<file path="config.mk">
export PLATFORM = sky130hd
export DESIGN_NAME = lsu_ptr_unit
export DESIGN_NICKNAME = d
export VERILOG_FILES = /design/src/rtl/lsu_pkg.sv /design/src/rtl/lsu_ptr_file.sv /design/src/rtl/lsu_addr_gen.sv /design/src/rtl/lsu_seq.sv /design/src/rtl/lsu_ptr_unit.sv
export SDC_FILE = /design/constraint.sdc
export NUM_CORES = 1
export LEC_CHECK = 0
export CELL_PAD_IN_SITES_DETAIL_PLACEMENT = 0
export CELL_PAD_IN_SITES_GLOBAL_PLACEMENT = 1
export CORE_MARGIN = 2
export CORE_UTILIZATION = 45
export CTS_BUF_LIST = sky130_fd_sc_hd__clkbuf_4 sky130_fd_sc_hd__clkbuf_8 sky130_fd_sc_hd__clkbuf_16
export DETAILED_ROUTE_END_ITERATION = 10
export PLACE_DENSITY_LB_ADDON = 0.05
export SLEW_MARGIN = 20
export SYNTH_ARGS = -nofsm -noshare
export SYNTH_HDL_FRONTEND = slang
export SYNTH_SLANG_ARGS = --single-unit
export TNS_END_PERCENT = 20
</file>
<file path="constraint.sdc">
create_clock -name clk -period 6.9 [get_ports clk]
set_input_delay 2.07 -clock clk [delete_from_list [all_inputs] [get_ports clk]]
set_output_delay 2.07 -clock clk [all_outputs]
set_load 0.005 [all_outputs]
</file>
<file path="src/rtl/lsu_pkg.sv">
package lsu_pkg;
  localparam int LSU_DW       = 8;
  localparam int LSU_AW       = 2 * LSU_DW;
  localparam int LSU_QW       = 6;
  localparam int LSU_RW       = 5;
  localparam int LSU_NPTR     = 3;
  localparam int LSU_PTR_BASE = 26;

  typedef enum logic [3:0] {
    M_PLAIN    = 4'd0,
    M_POSTINC  = 4'd1,
    M_PREDEC   = 4'd2,
    M_DISP     = 4'd3,
    M_DIRECT   = 4'd4,
    M_PROG     = 4'd5,
    M_PROG_INC = 4'd6,
    M_PROG_R0  = 4'd7,
    M_COPY     = 4'd8
  } lsu_mode_e;

  typedef struct packed {
    lsu_mode_e             mode;
    logic [1:0]            sel;
    logic                  wr;
    logic [LSU_QW-1:0]     q;
    logic [LSU_AW-1:0]     k;
    logic [LSU_RW-1:0]     rd;
    logic [LSU_DW-1:0]     wdata;
    logic [LSU_AW-1:0]     pair;
  } lsu_cmd_t;

  function automatic logic lsu_is_prog(lsu_mode_e m);
    return (m == M_PROG) || (m == M_PROG_INC) || (m == M_PROG_R0);
  endfunction

  // index of the final step of an operation
  function automatic logic [1:0] lsu_last_step(lsu_mode_e m);
    if (m == M_COPY) return 2'd0;
    if (lsu_is_prog(m)) return 2'd2;
    return 2'd1;
  endfunction
endpackage

</file>
<file path="src/rtl/lsu_ptr_file.sv">
module lsu_ptr_file #(
  parameter int DW    = lsu_pkg::LSU_DW,
  parameter int RW    = lsu_pkg::LSU_RW,
  parameter int NPTR  = lsu_pkg::LSU_NPTR,
  parameter int BASE  = lsu_pkg::LSU_PTR_BASE,
  localparam int AW   = 2 * DW
) (
  input  logic                     clk,
  input  logic                     rst_n,
  input  logic                     wb_we,
  input  logic                     wb_pair,
  input  logic [RW-1:0]            wb_addr,
  input  logic [AW-1:0]            wb_data,
  input  logic                     upd_en,
  input  logic [1:0]               upd_sel,
  input  logic [AW-1:0]            upd_val,
  output logic [NPTR-1:0][AW-1:0]  ptrs
);
  for (genvar i = 0; i < NPTR; i++) begin : g_ptr
    localparam logic [RW-1:0] LO_IDX = RW'(BASE + 2*i);
    localparam logic [RW-1:0] HI_IDX = RW'(BASE + 2*i + 1);
    logic [AW-1:0] nxt;

    always_comb begin
      nxt = ptrs[i];
      if (wb_we && wb_pair && wb_addr == LO_IDX) begin
        nxt = wb_data;
      end else if (wb_we && !wb_pair && wb_addr == LO_IDX) begin
        nxt[DW-1:0] = wb_data[DW-1:0];
      end else if (wb_we && !wb_pair && wb_addr == HI_IDX) begin
        nxt[AW-1:DW] = wb_data[DW-1:0];
      end
      // own address update takes precedence over a byte write-back
      if (upd_en && upd_sel == 2'(i)) nxt = upd_val;
    end

    always_ff @(posedge clk or negedge rst_n) begin
      if (!rst_n) ptrs[i] <= '0;
      else        ptrs[i] <= nxt;
    end
  end
endmodule

</file>
<file path="src/rtl/lsu_addr_gen.sv">
module lsu_addr_gen
  import lsu_pkg::*;
#(
  parameter int AW = LSU_AW,
  parameter int QW = LSU_QW
) (
  input  lsu_mode_e       mode,
  input  logic [AW-1:0]   base,
  input  logic [QW-1:0]   disp,
  input  logic [AW-1:0]   direct,
  output logic [AW-1:0]   ea,
  output logic [AW-1:0]   nxt,
  output logic            moves
);
  logic [AW-1:0] inc, dec;
  assign inc = base + AW'(1);
  assign dec = base - AW'(1);

  always_comb begin
    ea    = base;
    nxt   = base;
    moves = 1'b0;
    unique case (mode)
      M_POSTINC, M_PROG_INC: begin nxt = inc; moves = 1'b1; end
      M_PREDEC:   begin ea = dec; nxt = dec; moves = 1'b1; end
      M_DISP:     ea = base + {{(AW-QW){1'b0}}, disp};
      M_DIRECT:   ea = direct;
      default:    ;
    endcase
  end
endmodule

</file>
<file path="src/rtl/lsu_seq.sv">
module lsu_seq
  import lsu_pkg::*;
(
  input  logic        clk,
  input  logic        rst_n,
  input  logic        cmd_valid,
  input  lsu_cmd_t    cmd_in,
  output logic        cmd_ready,
  output lsu_cmd_t    cmd_q,
  output logic [1:0]  step,
  output logic        active,
  output logic        busy,
  output logic        done
);
  logic last;
  assign last      = active && (step == lsu_last_step(cmd_q.mode));
  assign cmd_ready = !active;
  assign busy      = active && !last;
  assign done      = last;

  always_ff @(posedge clk or negedge rst_n) begin
    if (!rst_n) begin
      active <= 1'b0;
      step   <= '0;
      cmd_q  <= '0;
    end else if (!active) begin
      step <= '0;
      if (cmd_valid) begin
        active <= 1'b1;
        cmd_q  <= cmd_in;
      end
    end else if (last) begin
      active <= 1'b0;
      step   <= '0;
    end else begin
      step <= step + 2'd1;
    end
  end
endmodule

</file>
<file path="src/rtl/lsu_ptr_unit.sv">
module lsu_ptr_unit
  import lsu_pkg::*;
(
  input  logic                 clk,
  input  logic                 rst_n,
  input  logic                 cmd_valid,
  output logic                 cmd_ready,
  input  logic [3:0]           cmd_mode,
  input  logic [1:0]           cmd_ptr,
  input  logic                 cmd_write,
  input  logic [LSU_QW-1:0]    cmd_disp,
  input  logic [LSU_AW-1:0]    cmd_addr,
  input  logic [LSU_RW-1:0]    cmd_reg,
  input  logic [LSU_DW-1:0]    cmd_wdata,
  input  logic [LSU_AW-1:0]    cmd_pair,
  output logic                 busy,
  output logic                 done,
  output logic [LSU_AW-1:0]    dmem_addr,
  output logic                 dmem_re,
  output logic                 dmem_we,
  output logic [LSU_DW-1:0]    dmem_wdata,
  input  logic [LSU_DW-1:0]    dmem_rdata,
  output logic [LSU_AW-2:0]    pmem_addr,
  output logic                 pmem_re,
  input  logic [LSU_AW-1:0]    pmem_rdata,
  output logic                 rf_we,
  output logic [LSU_RW-1:0]    rf_waddr,
  output logic                 rf_wpair,
  output logic [LSU_AW-1:0]    rf_wdata
);
  localparam int DW = LSU_DW;
  localparam int AW = LSU_AW;
  localparam logic [1:0] Z_SEL = 2'd2;

  lsu_cmd_t cmd_in, cmd_q;
  logic [1:0] step;
  logic active, first;
  logic is_prog, is_copy, is_data, is_load;
  logic [1:0] sel_eff;
  logic [LSU_NPTR-1:0][AW-1:0] ptrs;
  logic [AW-1:0] base, ea, nxt, word_q;
  logic moves;

  always_comb begin
    cmd_in       = '0;
    cmd_in.mode  = lsu_mode_e'(cmd_mode);
    cmd_in.sel   = cmd_ptr;
    cmd_in.wr    = cmd_write;
    cmd_in.q     = cmd_disp;
    cmd_in.k     = cmd_addr;
    cmd_in.rd    = cmd_reg;
    cmd_in.wdata = cmd_wdata;
    cmd_in.pair  = cmd_pair;
  end

  lsu_seq u_seq (
    .clk(clk), .rst_n(rst_n), .cmd_valid(cmd_valid), .cmd_in(cmd_in),
    .cmd_ready(cmd_ready), .cmd_q(cmd_q), .step(step), .active(active),
    .busy(busy), .done(done)
  );

  assign is_prog = lsu_is_prog(cmd_q.mode);
  assign is_copy = (cmd_q.mode == M_COPY);
  assign is_data = !is_prog && !is_copy;
  assign is_load = is_data && !cmd_q.wr;
  assign first   = active && (step == 2'd0);
  assign sel_eff = is_prog ? Z_SEL : cmd_q.sel;

  always_comb begin
    unique case (sel_eff)
      2'd0:    base = ptrs[0];
      2'd1:    base = ptrs[1];
      default: base = ptrs[2];
    endcase
  end

  lsu_addr_gen u_agen (
    .mode(cmd_q.mode), .base(base), .disp(cmd_q.q), .direct(cmd_q.k),
    .ea(ea), .nxt(nxt), .moves(moves)
  );

  // data memory side
  assign dmem_addr  = ea;
  assign dmem_re    = first && is_load;
  assign dmem_we    = first && is_data && cmd_q.wr;
  assign dmem_wdata = cmd_q.wdata;

  // program memory side, always through Z
  assign pmem_addr = ptrs[2][AW-1:1];
  assign pmem_re   = first && is_prog;

  always_ff @(posedge clk or negedge rst_n) begin
    if (!rst_n)                               word_q <= '0;
    else if (active && step == 2'd1 && is_prog) word_q <= pmem_rdata;
  end

  // register write-back on the final cycle only
  assign rf_we    = done && (is_copy || is_prog || is_load);
  assign rf_wpair = done && is_copy;
  assign rf_waddr = (cmd_q.mode == M_PROG_R0) ? '0 : cmd_q.rd;

  always_comb begin
    if (is_copy)      rf_wdata = cmd_q.pair;
    else if (is_prog) rf_wdata = {{DW{1'b0}}, (ptrs[2][0] ? word_q[AW-1:DW] : word_q[DW-1:0])};
    else              rf_wdata = {{DW{1'b0}}, dmem_rdata};
  end

  lsu_ptr_file u_ptrs (
    .clk(clk), .rst_n(rst_n),
    .wb_we(rf_we), .wb_pair(rf_wpair), .wb_addr(rf_waddr), .wb_data(rf_wdata),
    .upd_en(done && moves && !is_copy), .upd_sel(sel_eff), .upd_val(nxt),
    .ptrs(ptrs)
  );
endmodule

</file>
==> metrics.md <==
| Metric | Value |
|---|---|
| Status | complete, no violations |
| Worst path top cell family by delay | compound AO/OA/AOI/OAI gates |
| Critical Path RT | between 4 and 5 ns |
| Drt first pass iters | 5 |
| Hold WC Path Type | flip-flop to flip-flop |
| Synth Area in Compound Gates | 20.7% |
| Routability cong. | just under 0.9 |
| Most frequent cells in the layout | clkdlybuf4s50_1 (151), dfrtp_1 (125), mux2_2 (94), nand2_1 (91), mux2i_1 (70) |
| Via density | a little under 6 |
| Clock Sink Count | about 130 |
| Startpoint Class | flip-flop |
| Xor and xnor area share after synthesis | 1.74% |
| Vias in the first global route | just under 8000 |
| Slew @ Worst Pin | 0.884 ns |
| Setup TNS | 0 ns |
| DR vias | 7973 |
| Sequential share of the synthesized area | between 30% and 40% |
| Yosys top cell area share | 34.4% |
| Synth area leaders | dfrtp_1 (34%), mux2_2 (12%), mux2i_1 (7.7%) |
| CP endpoint kind | primary output |
| First-pass GRT wire length | 45700 um |
| Max cap viols | 0 |
| Worst-path cell with the longest stage delay | dfrtp_1 |
| Fill cell count | 1842 |
| Syn_nets | between 1000 and 1500 |
| Worst setup path class | flip-flop to primary output |
| Syn Inst Count | 958 |
| First-iteration detailed-routing DRC count | ~560 |
| Synth Area in Simple Gates | 15.5% |
| Main synth FF type | dfrtp_1 |
| Final Hold Viols | 0 |
| Initial antenna violation count | 0 |
| Tmin final | approximately 6.6 ns |
| Largest family of logic cells by synthesized area | compound AO/OA/AOI/OAI gates |
| All-Layer GR Usage | 27.2% |
| Reg clk slew, reported paths | 0.06 ns |
| Layout Nets | 1175 |
| Utilization after layout | 57.3% |
| DP Cell Count | 1325 |
| CP Cell Sequence | or2_4 -> a21oi_4 -> mux2_2 -> ha_1 -> o21ai_0 -> a21oi_1 -> and3_1 -> a311o_1 -> nor2b_2 -> a21oi_1 -> a211oi_1 -> clkdlybuf4s50_1 |
| CP dominant cell by count | a21oi_1 |
| Slew HR | 40.8% |
| Hold-fix buffers, CTS | 0 |
| I/O pin count | 153 |
| Area Growth Syn to Fin | 24.0% |
| Final wirelength | 29000 um |
| Most common cell after layout, fill and taps aside | clkdlybuf4s50_1 |
| Clock skew | 0.00900 ns |
| Area leader, netlist | dfrtp_1 |
| Final setup viols | 0 |
| Vert. Die Dim | 146 um |
| Initial Util | 46.2% |
| Post_cts resized | 0 |
| Period utilisation layout | a little over nine tenths |
| Avg Inst Size Synth | 9.48 um2 |
| Fin cells | 1357 |
| Clock Latency Late Sink | approximately 0.42 ns |
| DRC | 0 |
| Mux share of post-synthesis cell area | around a fifth |
| CTS Buf Count | 17 |
| Remaining global-route overflow | 0 |
| Largest net degree at the start of global routing | 78 |
| CP Max Fanout | 15 |
| CP peak stage delay | 0.55 ns |
| Buf+Inv Stages, Crit Path | 1 |
| Max Buffers Root-to-Sink | 2 |
| Die width | 146 um |
| Tot Pwr | between 6 and 7 mW |
| Share of post-route cells with drive strength above 1 | 18.2% |
| Synth Area in Adders | around 1.6% |
| Worst EP arrival | roughly 4.5 ns |
| Port Buffers | 152 |
| Final ANT Viol Nets | 0 |
| Cell area after synthesis | 9080 um2 |
| TritonCTS clock tree | built |
| Ys Warns | 0 |
| Core region area | 19700 um2 |
| Max Slew Vio Count | 0 |
| # H-tree levels | 4 |
| Core Rows | 51 |
| VDD IR max | around 0.00023 V |
| Leakage Power | 4.77 nW |
| PwrDens | ~540 nW/um2 |
| Fmax | 152 MHz |
| Post-DP HPWL | approximately 21000 um |
| Unique cell type count in the Yosys netlist | 95 |
| Area of the multi-input gates | ~5400 um2 |
| Yosys reg bits | 125 |
| Seq. cell area | 3130 um2 |
| Clk root buf | clkbuf_16 |
| Post-CTS Setup Inserts | 0 |
| Post-DR wirelength/cell | 21.4 um |
| Die area | 21300 um2 |
| Ant. Diodes | 0 |
| RSZ-0062 raised after global routing | false |
| Synth async-reset ratio | 100% |
| EDFF count, synth | 0 |
-- metal layers --
metal / track usage, % / up-vias / wire [um]
met5: 0 / - / 0
met1: 37.8 / 3839 / 13200
met2: 42.9 / 299 / 13100
met3: 5.56 / 51 / 1910
li1: - / 3784 / -
met4: 8.54 / 0 / 762
-- worst reg2reg max path: cells and delay by family, from the launching register on --
family / cells / cell delay [ns]
simple gates: 3 / 0.92
fa+ha+maj: 1 / 0.22
flops: 1 / 0.55
compound gates: 3 / 1.10
xor+xnor: 1 / 0.22
mux: 2 / 0.61
buf+inv: 1 / 0.18
-- area by class of cell --
cell class	count	area share, %
multi-input combinational	727	47.8
sequential	125	27.8
timing repair buffer	180	15.4
clock buffer	18	3.90
tap	265	2.94
clock inverter	14	1.31
inverter	28	0.933
-- where the power goes --
| part | leakage [nW] | switching (mW) | internal (mW) |
|---|---|---|---|
| Combinational | 3.07 | 2.04 | 1.70 |
| Sequential | 1.42 | 0.398 | 1.07 |
| Clock | 0.281 | 0.383 | 0.520 |
-- path summary, 6_finish.rpt --
path	start	end	slack [ns]	cells after the start
hold reg to reg	u_seq.cmd_q[7]	u_seq.cmd_q[7]	0.51	1
setup / recovery	u_seq.cmd_q[55]	dmem_addr[13]	0.30	12
hold / removal	u_seq.cmd_q[7]	u_seq.cmd_q[7]	0.51	1
setup reg to reg	u_seq.cmd_q[55]	u_ptrs.ptrs[14]	2.98	11
min in group asynchronous	rst_n	u_seq.cmd_q[47]	1.68	1
max in group asynchronous	rst_n	u_ptrs.ptrs[25]	4.03	2
-- flip-flops by register name, indices dropped and copies added (netlist names) --
name / count
word_q: 16
u_ptrs.ptrs: 48
u_seq.step: 2
u_seq.active: 1
u_seq.cmd_q: 58
-- synthesized netlist by cell type (16+ instances only) --
cell type	instances
buf_2	18
inv_1	27
o21ai_0	63
buf_4	29
nand2_1	91
o211ai_1	16
a21oi_1	36
dfrtp_1	125
and2_1	18
mux2_2	94
mux2i_1	70
nor2_1	62
nand3_1	22
clkbuf_1	19
-- per-stage QoR --
stage          area, um2  hold WS, ns  worst slack, ns
2_1_floorplan       9080        0.475             1.72
3_3_place_gp       10700        0.487            0.786
3_5_place_dp       10700        0.494            0.719
4_1_cts            11300        0.509            0.257
5_1_grt            11300        0.522           0.0241
6_report           11300        0.506            0.304
-- cells by family (layout without fill, tap and decap cells) --
group	after synthesis	in the layout
AND/OR/NAND/NOR	277	277
AO/OA/AOI/OAI	255	255
multiplexers	165	165
flip-flops	125	125
buffers and inverters	106	240
XOR/XNOR	18	18
adder cells (fa/ha/maj)	12	12
Power figures use the tool's default switching activity.
